[src/rtl/sdc_pkg.sv]
package sdc_pkg;
  // {cs_n, ras_n, cas_n, we_n}
  typedef enum logic [3:0] {
    CMD_MRS  = 4'b0000,
    CMD_REF  = 4'b0001,
    CMD_PRE  = 4'b0010,
    CMD_ACT  = 4'b0011,
    CMD_WR   = 4'b0100,
    CMD_RD   = 4'b0101,
    CMD_NOP  = 4'b0111
  } cmd_e;

  typedef enum logic [2:0] {
    ST_PWR, ST_PRE, ST_REF, ST_MRS, ST_IDLE, ST_ACT, ST_RW, ST_WAIT
  } st_e;
endpackage

[src/rtl/sdc_ref_timer.sv]
module sdc_ref_timer #(
  parameter int REF_INT = 1560,
  localparam int CW = $clog2(REF_INT + 1)
) (
  input  logic clk_i,
  input  logic rst_ni,
  input  logic clr_i,
  output logic pend_o
);
  logic [CW-1:0] cnt_q;

  always_ff @(posedge clk_i or negedge rst_ni) begin
    if (!rst_ni) begin
      cnt_q  <= CW'(REF_INT - 1);
      pend_o <= 1'b0;
    end else begin
      if (cnt_q == '0) begin
        cnt_q  <= CW'(REF_INT - 1);
        pend_o <= 1'b1;
      end else begin
        cnt_q <= cnt_q - 1'b1;
        if (clr_i) pend_o <= 1'b0;
      end
    end
  end
endmodule

[src/rtl/sdc_rd_pipe.sv]
module sdc_rd_pipe #(
  parameter int CAS_LAT = 2,
  parameter int DW      = 16
) (
  input  logic          clk_i,
  input  logic          rst_ni,
  input  logic          issue_i,   // READ currently on the pins
  input  logic [DW-1:0] dq_i,
  output logic          valid_o,
  output logic [DW-1:0] data_o
);
  logic [CAS_LAT-1:0] vld_q;

  generate
    if (CAS_LAT == 1) begin : g_l1
      always_ff @(posedge clk_i or negedge rst_ni)
        if (!rst_ni) vld_q <= '0;
        else         vld_q <= issue_i;
    end else begin : g_ln
      always_ff @(posedge clk_i or negedge rst_ni)
        if (!rst_ni) vld_q <= '0;
        else         vld_q <= {vld_q[CAS_LAT-2:0], issue_i};
    end
  endgenerate

  always_ff @(posedge clk_i or negedge rst_ni) begin
    if (!rst_ni) begin
      valid_o <= 1'b0;
      data_o  <= '0;
    end else begin
      valid_o <= vld_q[CAS_LAT-1];
      if (vld_q[CAS_LAT-1]) data_o <= dq_i;
    end
  end
endmodule

[src/rtl/sdc_ctrl.sv]
module sdc_ctrl import sdc_pkg::*; #(
  parameter int ROW_W     = 11,
  parameter int COL_W     = 8,
  parameter int DW        = 16,
  parameter int CAS_LAT   = 2,
  parameter int T_PWR     = 20,
  parameter int T_RP      = 2,
  parameter int T_RFC     = 7,
  parameter int T_MRD     = 2,
  parameter int T_RCD     = 2,
  parameter int T_WR      = 1,
  parameter int REF_INT   = 1560,
  parameter int INIT_REFS = 2,
  localparam int AW = 1 + ROW_W + COL_W,
  localparam int NB = DW / 8
) (
  input  logic          clk_i,
  input  logic          rst_ni,
  input  logic          req_valid_i,
  output logic          req_ready_o,
  input  logic          req_we_i,
  input  logic [AW-1:0] req_addr_i,
  input  logic [DW-1:0] req_wdata_i,
  input  logic [NB-1:0] req_be_i,
  output logic          rsp_valid_o,
  output logic [DW-1:0] rsp_rdata_o,
  output logic          sd_cke_o,
  output logic          sd_cs_no,
  output logic          sd_ras_no,
  output logic          sd_cas_no,
  output logic          sd_we_no,
  output logic          sd_ba_o,
  output logic [ROW_W-1:0] sd_addr_o,
  output logic [NB-1:0] sd_dqm_o,
  output logic [DW-1:0] sd_dq_o,
  output logic          sd_dq_oe_o,
  input  logic [DW-1:0] sd_dq_i
);
  localparam int AP_BIT = 10;
  // wait-state loads: command spacing n costs n-2 extra WAIT cycles (min spacing 2)
  localparam int G_RP  = (T_RP  < 2) ? 0 : T_RP  - 2;
  localparam int G_RFC = (T_RFC < 2) ? 0 : T_RFC - 2;
  localparam int G_MRD = (T_MRD < 2) ? 0 : T_MRD - 2;
  localparam int G_RCD = (T_RCD < 2) ? 0 : T_RCD - 2;
  localparam int G_WRC = (T_WR + T_RP < 2) ? 0 : T_WR + T_RP - 2;
  localparam int G_RDC = (CAS_LAT + T_RP < 2) ? 0 : CAS_LAT + T_RP - 2;
  localparam int CW = $clog2(T_PWR + T_RFC + T_MRD + T_RCD + T_WR + T_RP + CAS_LAT + 2);
  localparam int RW = $clog2(INIT_REFS + 1);

  st_e              st_q, ret_q;
  cmd_e             cmd_q;
  logic [CW-1:0]    cnt_q;
  logic [RW-1:0]    iref_q;
  logic             init_done_q, cke_q, ba_q, oe_q;
  logic [ROW_W-1:0] addr_q;
  logic [NB-1:0]    dqm_q;
  logic [DW-1:0]    dq_q;
  logic             r_we_q;
  logic [AW-1:0]    r_addr_q;
  logic [DW-1:0]    r_wdata_q;
  logic [NB-1:0]    r_be_q;
  logic             ref_pend;

  assign req_ready_o = (st_q == ST_IDLE) && init_done_q && !ref_pend;

  sdc_ref_timer #(.REF_INT(REF_INT)) u_ref (
    .clk_i, .rst_ni, .clr_i(st_q == ST_REF), .pend_o(ref_pend)
  );

  sdc_rd_pipe #(.CAS_LAT(CAS_LAT), .DW(DW)) u_rd (
    .clk_i, .rst_ni, .issue_i(cmd_q == CMD_RD), .dq_i(sd_dq_i),
    .valid_o(rsp_valid_o), .data_o(rsp_rdata_o)
  );

  always_ff @(posedge clk_i or negedge rst_ni) begin
    if (!rst_ni) begin
      st_q        <= ST_PWR;
      ret_q       <= ST_PRE;
      cnt_q       <= CW'(T_PWR - 1);
      iref_q      <= '0;
      init_done_q <= 1'b0;
      cke_q       <= 1'b0;
      cmd_q       <= CMD_NOP;
      ba_q        <= 1'b0;
      addr_q      <= '0;
      dqm_q       <= '0;
      dq_q        <= '0;
      oe_q        <= 1'b0;
      r_we_q      <= 1'b0;
      r_addr_q    <= '0;
      r_wdata_q   <= '0;
      r_be_q      <= '0;
    end else begin
      cke_q <= 1'b1;
      cmd_q <= CMD_NOP;
      oe_q  <= 1'b0;
      dqm_q <= '0;
      unique case (st_q)
        ST_PWR: begin
          if (cnt_q == '0) st_q <= ST_PRE;
          else             cnt_q <= cnt_q - 1'b1;
        end
        ST_PRE: begin
          cmd_q          <= CMD_PRE;
          addr_q         <= '0;
          addr_q[AP_BIT] <= 1'b1;      // all banks
          cnt_q          <= CW'(G_RP);
          ret_q          <= ST_REF;
          st_q           <= ST_WAIT;
        end
        ST_REF: begin
          cmd_q <= CMD_REF;
          cnt_q <= CW'(G_RFC);
          st_q  <= ST_WAIT;
          if (init_done_q) ret_q <= ST_IDLE;
          else begin
            iref_q <= iref_q + 1'b1;
            ret_q  <= (iref_q == RW'(INIT_REFS - 1)) ? ST_MRS : ST_REF;
          end
        end
        ST_MRS: begin
          cmd_q       <= CMD_MRS;
          ba_q        <= 1'b0;
          addr_q      <= '0;
          addr_q[6:4] <= 3'(CAS_LAT);  // BL=1, sequential
          cnt_q       <= CW'(G_MRD);
          ret_q       <= ST_IDLE;
          st_q        <= ST_WAIT;
          init_done_q <= 1'b1;
        end
        ST_IDLE: begin
          if (ref_pend) st_q <= ST_PRE;
          else if (req_valid_i) begin
            r_we_q    <= req_we_i;
            r_addr_q  <= req_addr_i;
            r_wdata_q <= req_wdata_i;
            r_be_q    <= req_be_i;
            st_q      <= ST_ACT;
          end
        end
        ST_ACT: begin
          cmd_q  <= CMD_ACT;
          ba_q   <= r_addr_q[AW-1];
          addr_q <= r_addr_q[COL_W +: ROW_W];
          cnt_q  <= CW'(G_RCD);
          ret_q  <= ST_RW;
          st_q   <= ST_WAIT;
        end
        ST_RW: begin
          addr_q              <= '0;
          addr_q[COL_W-1:0]   <= r_addr_q[COL_W-1:0];
          addr_q[AP_BIT]      <= 1'b1;
          ret_q               <= ST_IDLE;
          st_q                <= ST_WAIT;
          if (r_we_q) begin
            cmd_q <= CMD_WR;
            dq_q  <= r_wdata_q;
            oe_q  <= 1'b1;
            dqm_q <= ~r_be_q;
            cnt_q <= CW'(G_WRC);
          end else begin
            cmd_q <= CMD_RD;
            cnt_q <= CW'(G_RDC);
          end
        end
        ST_WAIT: begin
          if (cnt_q == '0) st_q <= ret_q;
          else             cnt_q <= cnt_q - 1'b1;
        end
        default: st_q <= ST_PWR;
      endcase
    end
  end

  assign sd_cke_o   = cke_q;
  assign {sd_cs_no, sd_ras_no, sd_cas_no, sd_we_no} = cmd_q;
  assign sd_ba_o    = ba_q;
  assign sd_addr_o  = addr_q;
  assign sd_dqm_o   = dqm_q;
  assign sd_dq_o    = dq_q;
  assign sd_dq_oe_o = oe_q;
endmodule

[config.mk]
export PLATFORM = sky130hd
export DESIGN_NAME = sdc_ctrl
export DESIGN_NICKNAME = d
export VERILOG_FILES = /design/src/rtl/sdc_pkg.sv /design/src/rtl/sdc_ref_timer.sv /design/src/rtl/sdc_rd_pipe.sv /design/src/rtl/sdc_ctrl.sv
export SDC_FILE = /design/constraint.sdc
export NUM_CORES = 1
export LEC_CHECK = 0
export ABC_AREA = 0
export BUFFER_PORTS_ARGS = -buffer_cell sky130_fd_sc_hd__buf_4
export CAP_MARGIN = 20
export CORE_MARGIN = 2
export CORE_UTILIZATION = 49
export CTS_BUF_LIST = sky130_fd_sc_hd__clkbuf_4 sky130_fd_sc_hd__clkbuf_8 sky130_fd_sc_hd__clkbuf_16
export DETAILED_ROUTE_END_ITERATION = 16
export PLACE_DENSITY = 0.85
export RECOVER_POWER = 100
export SLEW_MARGIN = 0
export SYNTH_ARGS = -nofsm -noshare
export SYNTH_HDL_FRONTEND = slang
export SYNTH_HIERARCHICAL = 1
export SYNTH_SLANG_ARGS = --single-unit
[constraint.sdc]
create_clock -name clk_i -period 1.6 [get_ports clk_i]
set_input_delay 0.24 -clock clk_i [delete_from_list [all_inputs] [get_ports clk_i]]
set_output_delay 0.24 -clock clk_i [all_outputs]
set_load 0.02 [all_outputs]
==> metrics list, run 1 <==
* Result of the run: finished with violations
- Violations in the final reports: negative setup slack
- Headroom to the max-slew limit: 55.1%
- Once detailed placement completed, the half-perimeter wirelength came to 8.10 mm.
- Placeable core area: 0.0104 mm^2
- Clock tree from TritonCTS: done
- The synthesized design spends more area on one cell type than any other, namely dfrtp_1.
* IR drop worst, VDD: 1090 uV
- In this run the static leakage power is 3.52 nW.
* Post-detailed-route wirelength per cell: 21.5 um
* Number of storage elements in the synthesis netlist: 120
- Global-route wire length before repair: 24.6 mm
- The count of buffers added on input and output ports is 110.
* Setup WS pre-CTS: -201 ps
- Antenna violations before repair: 0
- Period utilization: 111%
- Yosys mapped a number of flops with a built-in enable equal to 0.
- Before antenna repair, the detailed router went through 6 iterations.
* Proportion of layout cells with a drive suffix above 1: 40.6%
- After floorplanning, the core was divided into 37 placement rows.
- Final routed DRC violation total: 0
- In the synthesized netlist the dominant register cell turns out to be dfrtp_1.
- The count of endpoints failing hold in the final timing report was 0.
- Number of CTS-inserted buffers: 17
- Post-synth ARST share: 100%
- The cell area that synthesis handed to floorplanning was 0.00528 mm^2.
* CTS root buf: clkbuf_8
* Share of the core filled with cells: 73.2%
- Signal arrival time at the worst endpoint: 2180 ps
- Initial standard-cell utilization of the core: 50.9%
* Total die area: 0.0116 mm^2
- Dividing the detail-routed via count by the number of cells gives 5.78.
- Final count of negative-setup-slack endpoints: 33
* Final-stage net count: 680
* Number of distinct library cell variants in the gate-level netlist after synthesis: 60
- For the worst-skew pair, the clock arrives at the later sink with an insertion delay of 530 ps.
- In this run the remaining antenna-violating nets after routing total 0.
- Crit path kind: flip-flop to flip-flop
* Maximum number of pins on one net before global-route repair: 65
* Synth top area cells: dfrtp_1, mux2_2, dfstp_2
* Kind of start point of the critical path: flip-flop
- Power comes to 13.9 mW.
* Tot GR Track Use: 28.1%
* Routed wire length: 16.5 mm
- Width of the chip: 108 um
* Max H-tree Level: 4
- IO Pins: 112
- CTS saw 120 sinks.
* Post-Synthesis Cells: 400
- Sequential cells were found to cover 57.2% of the synthesized design area.
- Counting I/O delays and the setup requirement, the final critical path takes 1780 ps.
* Post-route standard cell area excluding fillers: 0.00759 mm^2
- At the end of routability-driven placement, the weighted congestion stood at 0.809.
- After clock tree synthesis, the clock-pin slew on the worst setup and hold paths is 60 ps.
- Peak clock frequency supported by timing: 562 MHz
- Counting along the longest clock path gives a buffer depth of 2.
- The worst setup path is captured at a flip-flop.
* Synthesis warning total: 6
- Final hold analysis gives a worst-case slack of 77.3 ps.
* Combined area of the multi-input logic cells: 0.00213 mm^2
- The number of pins with negative max-slew slack in the final report was 0.
- Of all nets on the critical path, the largest fanout is 4.
- Worst Path Required: 2000 ps
- First-iteration detailed-routing DRC count: 365
* Synthesized Nets: 463
- For the pin with the worst max-slew slack, the measured transition is 669 ps.
- Vias in the first global route: 4771
- Areal power density over the cells: 1830 mW/mm^2
- The floorplan step set the die height to 108 um.
* Synthesized area divided by synthesized cell count: 13.2 um^2
* Clk_skew: 16.5 ps
- Post-layout worst setup margin: -179 ps
- Max-capacitance violation count: 0
- Setup repair after global routing missed its margin: yes
- For this run the aggregate overflow at the end of global routing stands at 0.
* Placed Instance Area: 0.00640 mm^2
- Area share of the largest cell type after synthesis: 50.7%
- From synthesis to final layout, the design area changed by 43.8%.
* ANT cells: 0
* Number of fill cells in the layout: 667
- Vias: 4426
- The tightest min-delay check is of the primary input to flip-flop type.
- Sequential Area: 0.00302 mm^2
-- registers in the layout, summed over array words and instances, names as in the netlist, 2 cells and up --
signal / flops
cmd_q: 3
cnt_q: 6
iref_q: 2
r_addr_q: 20
r_be_q: 2
r_wdata_q: 16
ret_q: 3
sd_addr_o: 11
sd_dq_o: 16
sd_dqm_o: 2
st_q: 3
u_rd/data_o: 16
u_rd/vld_q: 2
u_ref/cnt_q: 11
-- cell usage after synthesis, drive strengths merged, types with 2 or more instances --
master / n
xnor2: 3
a22oi: 8
dfstp: 13
conb: 2
nand2: 28
or3: 2
nand2b: 6
dfrtp: 107
nor2: 18
clkbuf: 2
nor3b: 2
a21oi: 8
nand3: 5
o31ai: 4
a2111o: 2
inv: 10
o211ai: 5
mux2: 81
or4: 3
o2bb2ai: 7
ha: 5
o21ai: 21
or2: 2
mux2i: 3
buf: 20
and3: 4
nor3: 8
o22ai: 2
-- final cells by class --
class                   instances  area share, %
flip-flops and latches        120           39.8
clock inverters                15           2.70
well taps                     136           2.24
repair buffers                220           21.2
multi-input cells             248           28.1
inverters                      10          0.494
clock buffers                  17           5.45
-- layer usage --
metal	track usage, %	wire length [um]	up-vias
met2	51.9	8580	299
li1	-	-	1881
met3	7.38	1140	90
met1	28.9	5810	2156
met4	14.5	946	0
met5	0	0	-
-- path summary, 6_finish.rpt --
path                           startpoint               to  slack [ps]  cells past startpoint
max                        u_ref/cnt_q[4]   u_ref/cnt_q[8]        -180                      3
min                           req_valid_i          st_q[0]          80                      3
max reg2reg                u_ref/cnt_q[4]   u_ref/cnt_q[8]        -180                      3
min reg2reg                 u_rd/vld_q[0]    u_rd/vld_q[1]         390                      0
max in group asynchronous          rst_ni      r_addr_q[8]         380                      3
min in group asynchronous          rst_ni  u_rd/data_o[13]         250                      2
-- placed cells by master (no fill, tap or decap), drive strengths merged, types with 3 or more instances in the layout --
cell / instances
dfrtp: 107
nand2b: 6
inv: 18
mux2i: 3
o211ai: 5
and3: 4
clkinv: 4
nor2: 18
o31ai: 4
a22oi: 8
o21ai: 21
buf: 101
xnor2: 3
nand2: 28
a21oi: 8
mux2: 81
ha: 5
clkbuf: 80
dlygate4sd3: 56
bufinv: 3
o2bb2ai: 7
or4: 3
dfstp: 13
nand3: 5
nor3: 8
-- cell families (layout without fill, tap and decap cells) --
kind of cell,after synthesis,in the layout,synth area share (%)
flops,120,120,57.2
fa+ha+maj,5,5,1.19
buf+inv,32,262,3.89
simple gates,83,83,8.39
mux,84,84,19.3
xor+xnor,4,4,0.664
compound gates,70,70,9.27
other cells,2,2,0.142
-- stage by stage --
step                TNS, ps  std cells
detailed placement    -1040        660
finish                -1620        766
CTS                    -618        760
global placement       -481        660
global route          -3160        766
floorplan              -123        400
-- worst max-delay path: stages (launching register included) --
cell	delay [ps]
dfstp_2	370
or4_4	560
or4_4	430
mux2_4	300
-- power by group --
group,total (mW),switching [mW],internal [mW]
clock network,4.05,1.60,2.45
registers,5.00,0.821,4.18
logic,4.83,2.73,2.09
-- what timing repair did --
action / 4_1_cts / 5_1_grt
setup buffers: 12 / 6
pin swaps: 4 / 9
resized for setup: 19 / 24
endpoints found under the setup margin: 17 / 24
hold endpoints to repair: 106 / 0
hold buffers: 56 / 0
(Power assumes the default switching activity.)
==> run 2, diff against run 1 <==
clock period = 1.5 ns   (was 1.6 ns; I/O delays follow)
==> run 2 against run 1 <==
Effect of this change:
- the flow still finishes with violations (negative setup slack)
- global-route usage barely moved
- critical path depth rose by 1
- non-clock buffer count rose by 10
- sequential power rose by 7.8%
- setup slack got worse by 110 ps
- final cell count rose by 1.0%
- first-iteration DRC count rose by 4.7%
- via count rose by 1.1%
- clock skew fell by 2.7 ps
- routed wire length rose by 8.4%
- die area did not move
- critical endpoint is now req_ready_o
- largest power group is now combinational cells
- highest routed layer unchanged
==> metrics list, run 2 (synthesis results as in run 1) <==
* Routed wire length: 17.9 mm
* Clock buffer depth: 2
* CP max FO: 5
* Setup repair after global routing missed its margin: yes
* Path type of the worst min-delay path: primary input to flip-flop
- Vias in the first global route: 4677
- Kind of start point of the critical path: flip-flop
* Wire length on met2: 9.34 mm
* Leading cell type in the layout, fill and taps excluded: dfrtp_1
- The worst setup path is captured at an output pin.
- Final Total Pwr: 15.2 mW
* Final instance count without filler cells: 774
* Share of the core filled with cells: 76.1%
* Worst hold slack across all endpoints: 221 ps
- The count of endpoints failing hold in the final timing report came to 0.
- Among cell families on the critical path, the largest total delay comes from flip-flops.
- Global routing finished with a remaining overflow of 0.
* Slowest cell delay on critical path: 430 ps
* Number of flip-flops under the largest register name: 20
- In the final layout, the share of cells above drive strength 1 is 46.4%.
- In the routed layout, each cell is associated on average with a via count of 5.78.
- Post-layout worst setup margin: -293 ps
- Fin. max-slew vios: 0
- Violations in the final reports: negative setup slack
- Number of optimization iterations in the first detailed-route pass: 5
* Worst Path Required: 1270 ps
- Static leakage: 3.66 nW
* Max H-tree Level: 4
* Cell count after placement: 670
- Crit path kind: flip-flop to output pin
- Period utilization: 120%
- Initial standard-cell utilization of the core: 50.9%
- Signal arrival time at the worst endpoint: 1570 ps
- Entering global routing, the biggest net connects 37 pins.
* Most frequent cells in the layout: dfrtp_1, buf_4, dlygate4sd3_1
- The signal on the critical path passes through nor2_4 > buf_6 > and3_1 > buf_4.
- Slew at the pin with the worst max-slew slack: 858 ps
- Max-capacitance violation count: 0
- Largest register by flop count: r_addr_q
- Summed over all nets, wire length on met3 after detailed routing comes to 1.18 mm.
- TritonCTS built the clock tree.
- Across every metal layer, demand over resource in global routing totals 28.1%.
- Dividing total power by cell area gives a power density of 1930 mW/mm^2.
- IO Pins: 112
* Width of the chip: 108 um
- Before CTS, the worst setup slack after placement is -258 ps.
- The initial antenna violation count came to 0.
- Post-layout minimum cycle time: 1790 ps
- Clock latency on the worst-skew pair, taken at its later pin, is 530 ps.
- Layout Area Growth over Synthesis: 49.5%
* Result of the run: finished with violations
* Site row count: 37
* CP bufs+invs: 2
* Placed wire-length estimate after detailed placement: 8.43 mm
- After routing, the total negative slack on setup checks comes to -6590 ps.
- Met1 Routed Length: 6.36 mm
* Vias: 4475
- ANT cells: 0
- After filler insertion, the fill cell instance count of the layout stands at 606.
* Final routed DRC violation total: 0
* Placed Instance Area: 0.00654 mm^2
- Worst path slowest cell: dfrtp_2
- Top layer in use: met4
* CTS root buf: clkbuf_8
- After detailed routing, the average wire length per cell comes to 23.1 um.
- The net count of the finished layout is 690.
- Static timing analysis puts the maximum clock frequency at 558 MHz.
- Height of the die: 108 um
- Post-route standard cell area excluding fillers: 0.00789 mm^2
- The clock arrives with 13.8 ps of skew.
- Once detail routing completed, the nets flagged for antenna violations numbered 0.
- The clock net in this run drives a total of 120 sinks.
- Total die area: 0.0116 mm^2
- Global-route wire length before repair: 24.3 mm
- Clock-pin slew was measured on the worst setup and hold paths at 60 ps.
- Number of CTS-inserted buffers: 17
- IR drop worst, VDD: 1090 uV
- Final count of negative-setup-slack endpoints: 55
- Port Buf Inserts: 110
- In this run, the number of DRC markers left after iteration 0 of detailed routing was 382.
- The worst pin sits at a relative slew slack of 42.8%.
* Placeable core area: 0.0104 mm^2
- Routability congestion estimate from global placement: 0.864
run 2: cell types whose count changed in the layout (fill, tap and decap cells not counted), moves of 4 or more:
cell,previous run,this run
a22oi_2,0,7
a22oi_1,8,1
clkbuf_1,51,43
mux2_4,10,18
o2bb2ai_2,0,5
clkinvlp_4,0,5
inv_6,4,0
mux2_2,60,53
buf_12,0,5
o2bb2ai_1,7,2
buf_4,92,101
run 2: worst reg2reg max path, stage by stage, from the launching register on:
cell     delay (ps)
dfrtp_1         400
or4_4           530
or4_4           430
mux2_4          310
run 2: repair_timing:
action	CTS	global route
gates cloned	0	3
hold endpoints to repair	83	0
gates resized for setup	20	69
pin swaps	3	11
hold buffers	56	0
endpoints found under the setup margin	23	47
setup buffers	3	13
run 2: layout make-up:
cell class / count / area [um^2] / share of cell area (%)
inverter: 10 / 47.5 / 0.602
multi-input combinational: 248 / 2250 / 28.5
clock buffer: 18 / 428 / 5.42
clock inverter: 12 / 130 / 1.65
sequential: 120 / 3020 / 38.3
timing repair buffer: 230 / 1840 / 23.4
tap: 136 / 170 / 2.16
run 2: path summary, 6_finish.rpt:
| check | start | to | slack [ps] | cells past startpoint |
|---|---|---|---|---|
| max in group asynchronous | rst_ni | st_q[1] | 150 | 3 |
| hold reg to reg | u_rd/vld_q[0] | u_rd/vld_q[1] | 360 | 0 |
| setup / recovery | st_q[1] | req_ready_o | -290 | 4 |
| setup reg to reg | u_ref/cnt_q[5] | u_ref/cnt_q[8] | -280 | 3 |
| min in group asynchronous | rst_ni | u_rd/valid_o | 340 | 2 |
| hold / removal | req_valid_i | st_q[0] | 220 | 3 |
run 2: layer usage:
metal	global-route usage [%]	vias to the layer above
li1	-	1892
met1	30.4	2250
met2	50.0	252
met3	7.32	81
met4	14.9	0
met5	0	-
run 2: where the power goes:
group | internal, mW | total, mW | switching, mW
sequential | 4.47 | 5.39 | 0.924
clock | 2.38 | 3.99 | 1.61
combinational | 2.70 | 5.82 | 3.12
==> run 3, diff against run 2 <==
SETUP_SLACK_MARGIN = 0.1   (was unset)
==> run 3 against run 2 <==
Effect of this change:
- setup slack better by 24 ps
- combinational power increased by 6.2%
- clock skew increased by 9.0 ps
- the flow still finishes with violations (negative setup slack)
- final cell count increased by 0.78%
- largest power group unchanged
- design area grew 3.0%
- via count grew 0.58%
==> metrics list, run 3 (synthesis results as in run 1) <==
- Share of the core filled with cells: 78.4%
- CP max FO: 2
* Clock slew seen by the registers of the worst setup and hold paths: 60 ps
- Global-route wire length before repair: 24.4 mm
- The flow ran to the end, but the final reports show violations.
- Proportion of layout cells with a drive suffix above 1: 49.8%
- At the pin with the least slew margin, the transition time is 809 ps.
- For this run, the detailed router's first-pass iteration total came to 6.
- Setup crit end kind: flip-flop
- Kind of start point of the critical path: flip-flop
- Layout Area Growth over Synthesis: 54.0%
- Setup slack on the critical path of the routed design comes to -269 ps.
- Max H-tree Level: 4
* Height of the die: 108 um
- Vias: 4501
- Number of flip-flops under the largest register name: 20
- Placeable core area: 0.0104 mm^2
* Static leakage: 3.80 nW
- Width of the chip: 108 um
* Sequential fraction of design power: 33.7%
- The design draws 15.9 mW.
- After detailed routing, the number of remaining DRC violations is 0.
- Final instance count without filler cells: 780
* Post-detailed-route wirelength per cell: 22.4 um
- Worst hold slack across all endpoints: 163 ps
- Maximum number of pins on one net before global-route repair: 90
* Port Buf Inserts: 110
- The number of pins with negative max-slew slack in the final report came to 0.
* Internal Dissipation: 10.3 mW
- The via count of the first global-routing pass is 4755.
* Comb pwr share: 38.8%
- Routability congestion estimate from global placement: 0.866
- Post-layout minimum cycle time: 1770 ps
* Most frequent cells in the layout: dfrtp_1, buf_4, dlygate4sd3_1
- Total die area: 0.0116 mm^2
- Worst-Skew Late Latency: 530 ps
- Tot GR Track Use: 28.1%
* Startpoint of the worst setup timing path: u_ref/cnt_q[5]
- Net switching is 35.3% of the power.
* Launching point of the worst reg2reg path: u_ref/cnt_q[5]
- IR analysis of the VDD net gives a maximum drop of 1510 uV.
- The initial utilization of the core area, before any placement, comes to 50.9%.
- Detailed placement finished with a half-perimeter wire length of 8.04 mm.
- Including well taps, the total number of placed cells is 663.
- For the final routed database, the setup TNS stands at -3520 ps.
- CTS root buf: clkbuf_8
- Sw power: 5.63 mW
- For the final database, setup skew stands at 22.8 ps.
- The first routing iteration left 419 violations.
- Headroom to the max-slew limit: 46.0%
* Clock buffer depth: 2
* Routed wire length: 17.4 mm
- Signal arrival time at the worst endpoint: 2170 ps
- Final count of negative-setup-slack endpoints: 49
- The count of endpoints failing hold in the final timing report was 0.
- Peak clock frequency supported by timing: 565 MHz
- Total global routing overflow: 0
- Leading cell type in the layout, fill and taps excluded: dfrtp_1
* Number of CTS-inserted buffers: 17
- Clock sink total: 120
* Final-stage net count: 695
* Remaining antenna violation count: 0
* Worst Path Required: 1900 ps
- Areal power density over the cells: 1960 mW/mm^2
* Launch instance of the worst min-delay path: req_valid_i
* Crit path kind: flip-flop to flip-flop
- In this run, the clock network consumes 27.6% of the power.
- Using the TritonRoute via totals, the vias-per-cell ratio works out to 5.77.
* Violations in the final reports: negative setup slack
- Max-capacitance violation count: 0
* Site row count: 37
- The worst hold path belongs to the class primary input to flip-flop.
* ANT cells: 0
- The initial antenna violation count is 0.
- Largest register by flop count: r_addr_q
- Clock tree from TritonCTS: done
* Setup repair after global routing missed its margin: yes
* IO Pins: 112
- Period utilization: 118%
-- run 3: cell types whose count changed in the layout (fill, tap and decap cells not counted), sizes merged --
cell      previous run  this run
clkbuf              76        85
clkinv               5         1
clkinvlp             5         2
buf                116       118
bufinv               2         4
-- run 3: critical path: stages, from the launching register on --
cell and delay (ps):
dfrtp_1 390, or4_4 530, or4_4 430, mux2_4 310
-- run 3: power by group through the flow --
stage          Clock [mW]  Combinational, mW  Sequential, mW
2_1_floorplan           0               2.55            5.78
3_3_place_gp            0               4.90            5.18
3_5_place_dp            0               5.07            5.27
4_1_cts              4.34               5.75            5.25
5_1_grt              4.57               6.50            5.46
6_report             4.39               6.18            5.37
-- run 3: path summary, 6_finish.rpt --
check	end	cells past startpoint	slack (ps)
min in group asynchronous	r_addr_q[19]	2	170
max in group asynchronous	st_q[2]	3	190
min reg2reg	u_rd/vld_q[1]	0	370
max	u_ref/cnt_q[8]	3	-270
min	st_q[0]	3	160
max reg2reg	u_ref/cnt_q[8]	3	-270
-- run 3: layer usage --
layer / track usage, % / wire length (um)
met1: 30.3 / 6100
met2: 50.5 / 9430
met3: 8.05 / 1140
met4: 12.9 / 771
met5: 0 / 0
-- run 3: layout make-up --
cell class                      instances  area (um^2)
Timing Repair Buffer                  235         1910
Fill cell                             602         2240
Multi-Input combinational cell        248         2350
Clock buffer                           24          492
Tap cell                              136          170
Sequential cell                       120         3020
Inverter                               10         47.5
Clock inverter                          7          140
-- run 3: timing repair --
item	CTS	global route
resized for setup	55	61
pin swaps	7	9
cloned	1	3
setup endpoints to repair	85	58
setup buffers	11	18
endpoints found under the hold margin	164	0
hold buffers	56	0
-- run 3: per-stage QoR --
stage	setup WS, ps	cell area [um^2]
after floorplan	-221	5320
after global placement	-222	6500
after detailed placement	-246	6500
after CTS	-256	7990
after global routing	-307	8130
final	-269	8130
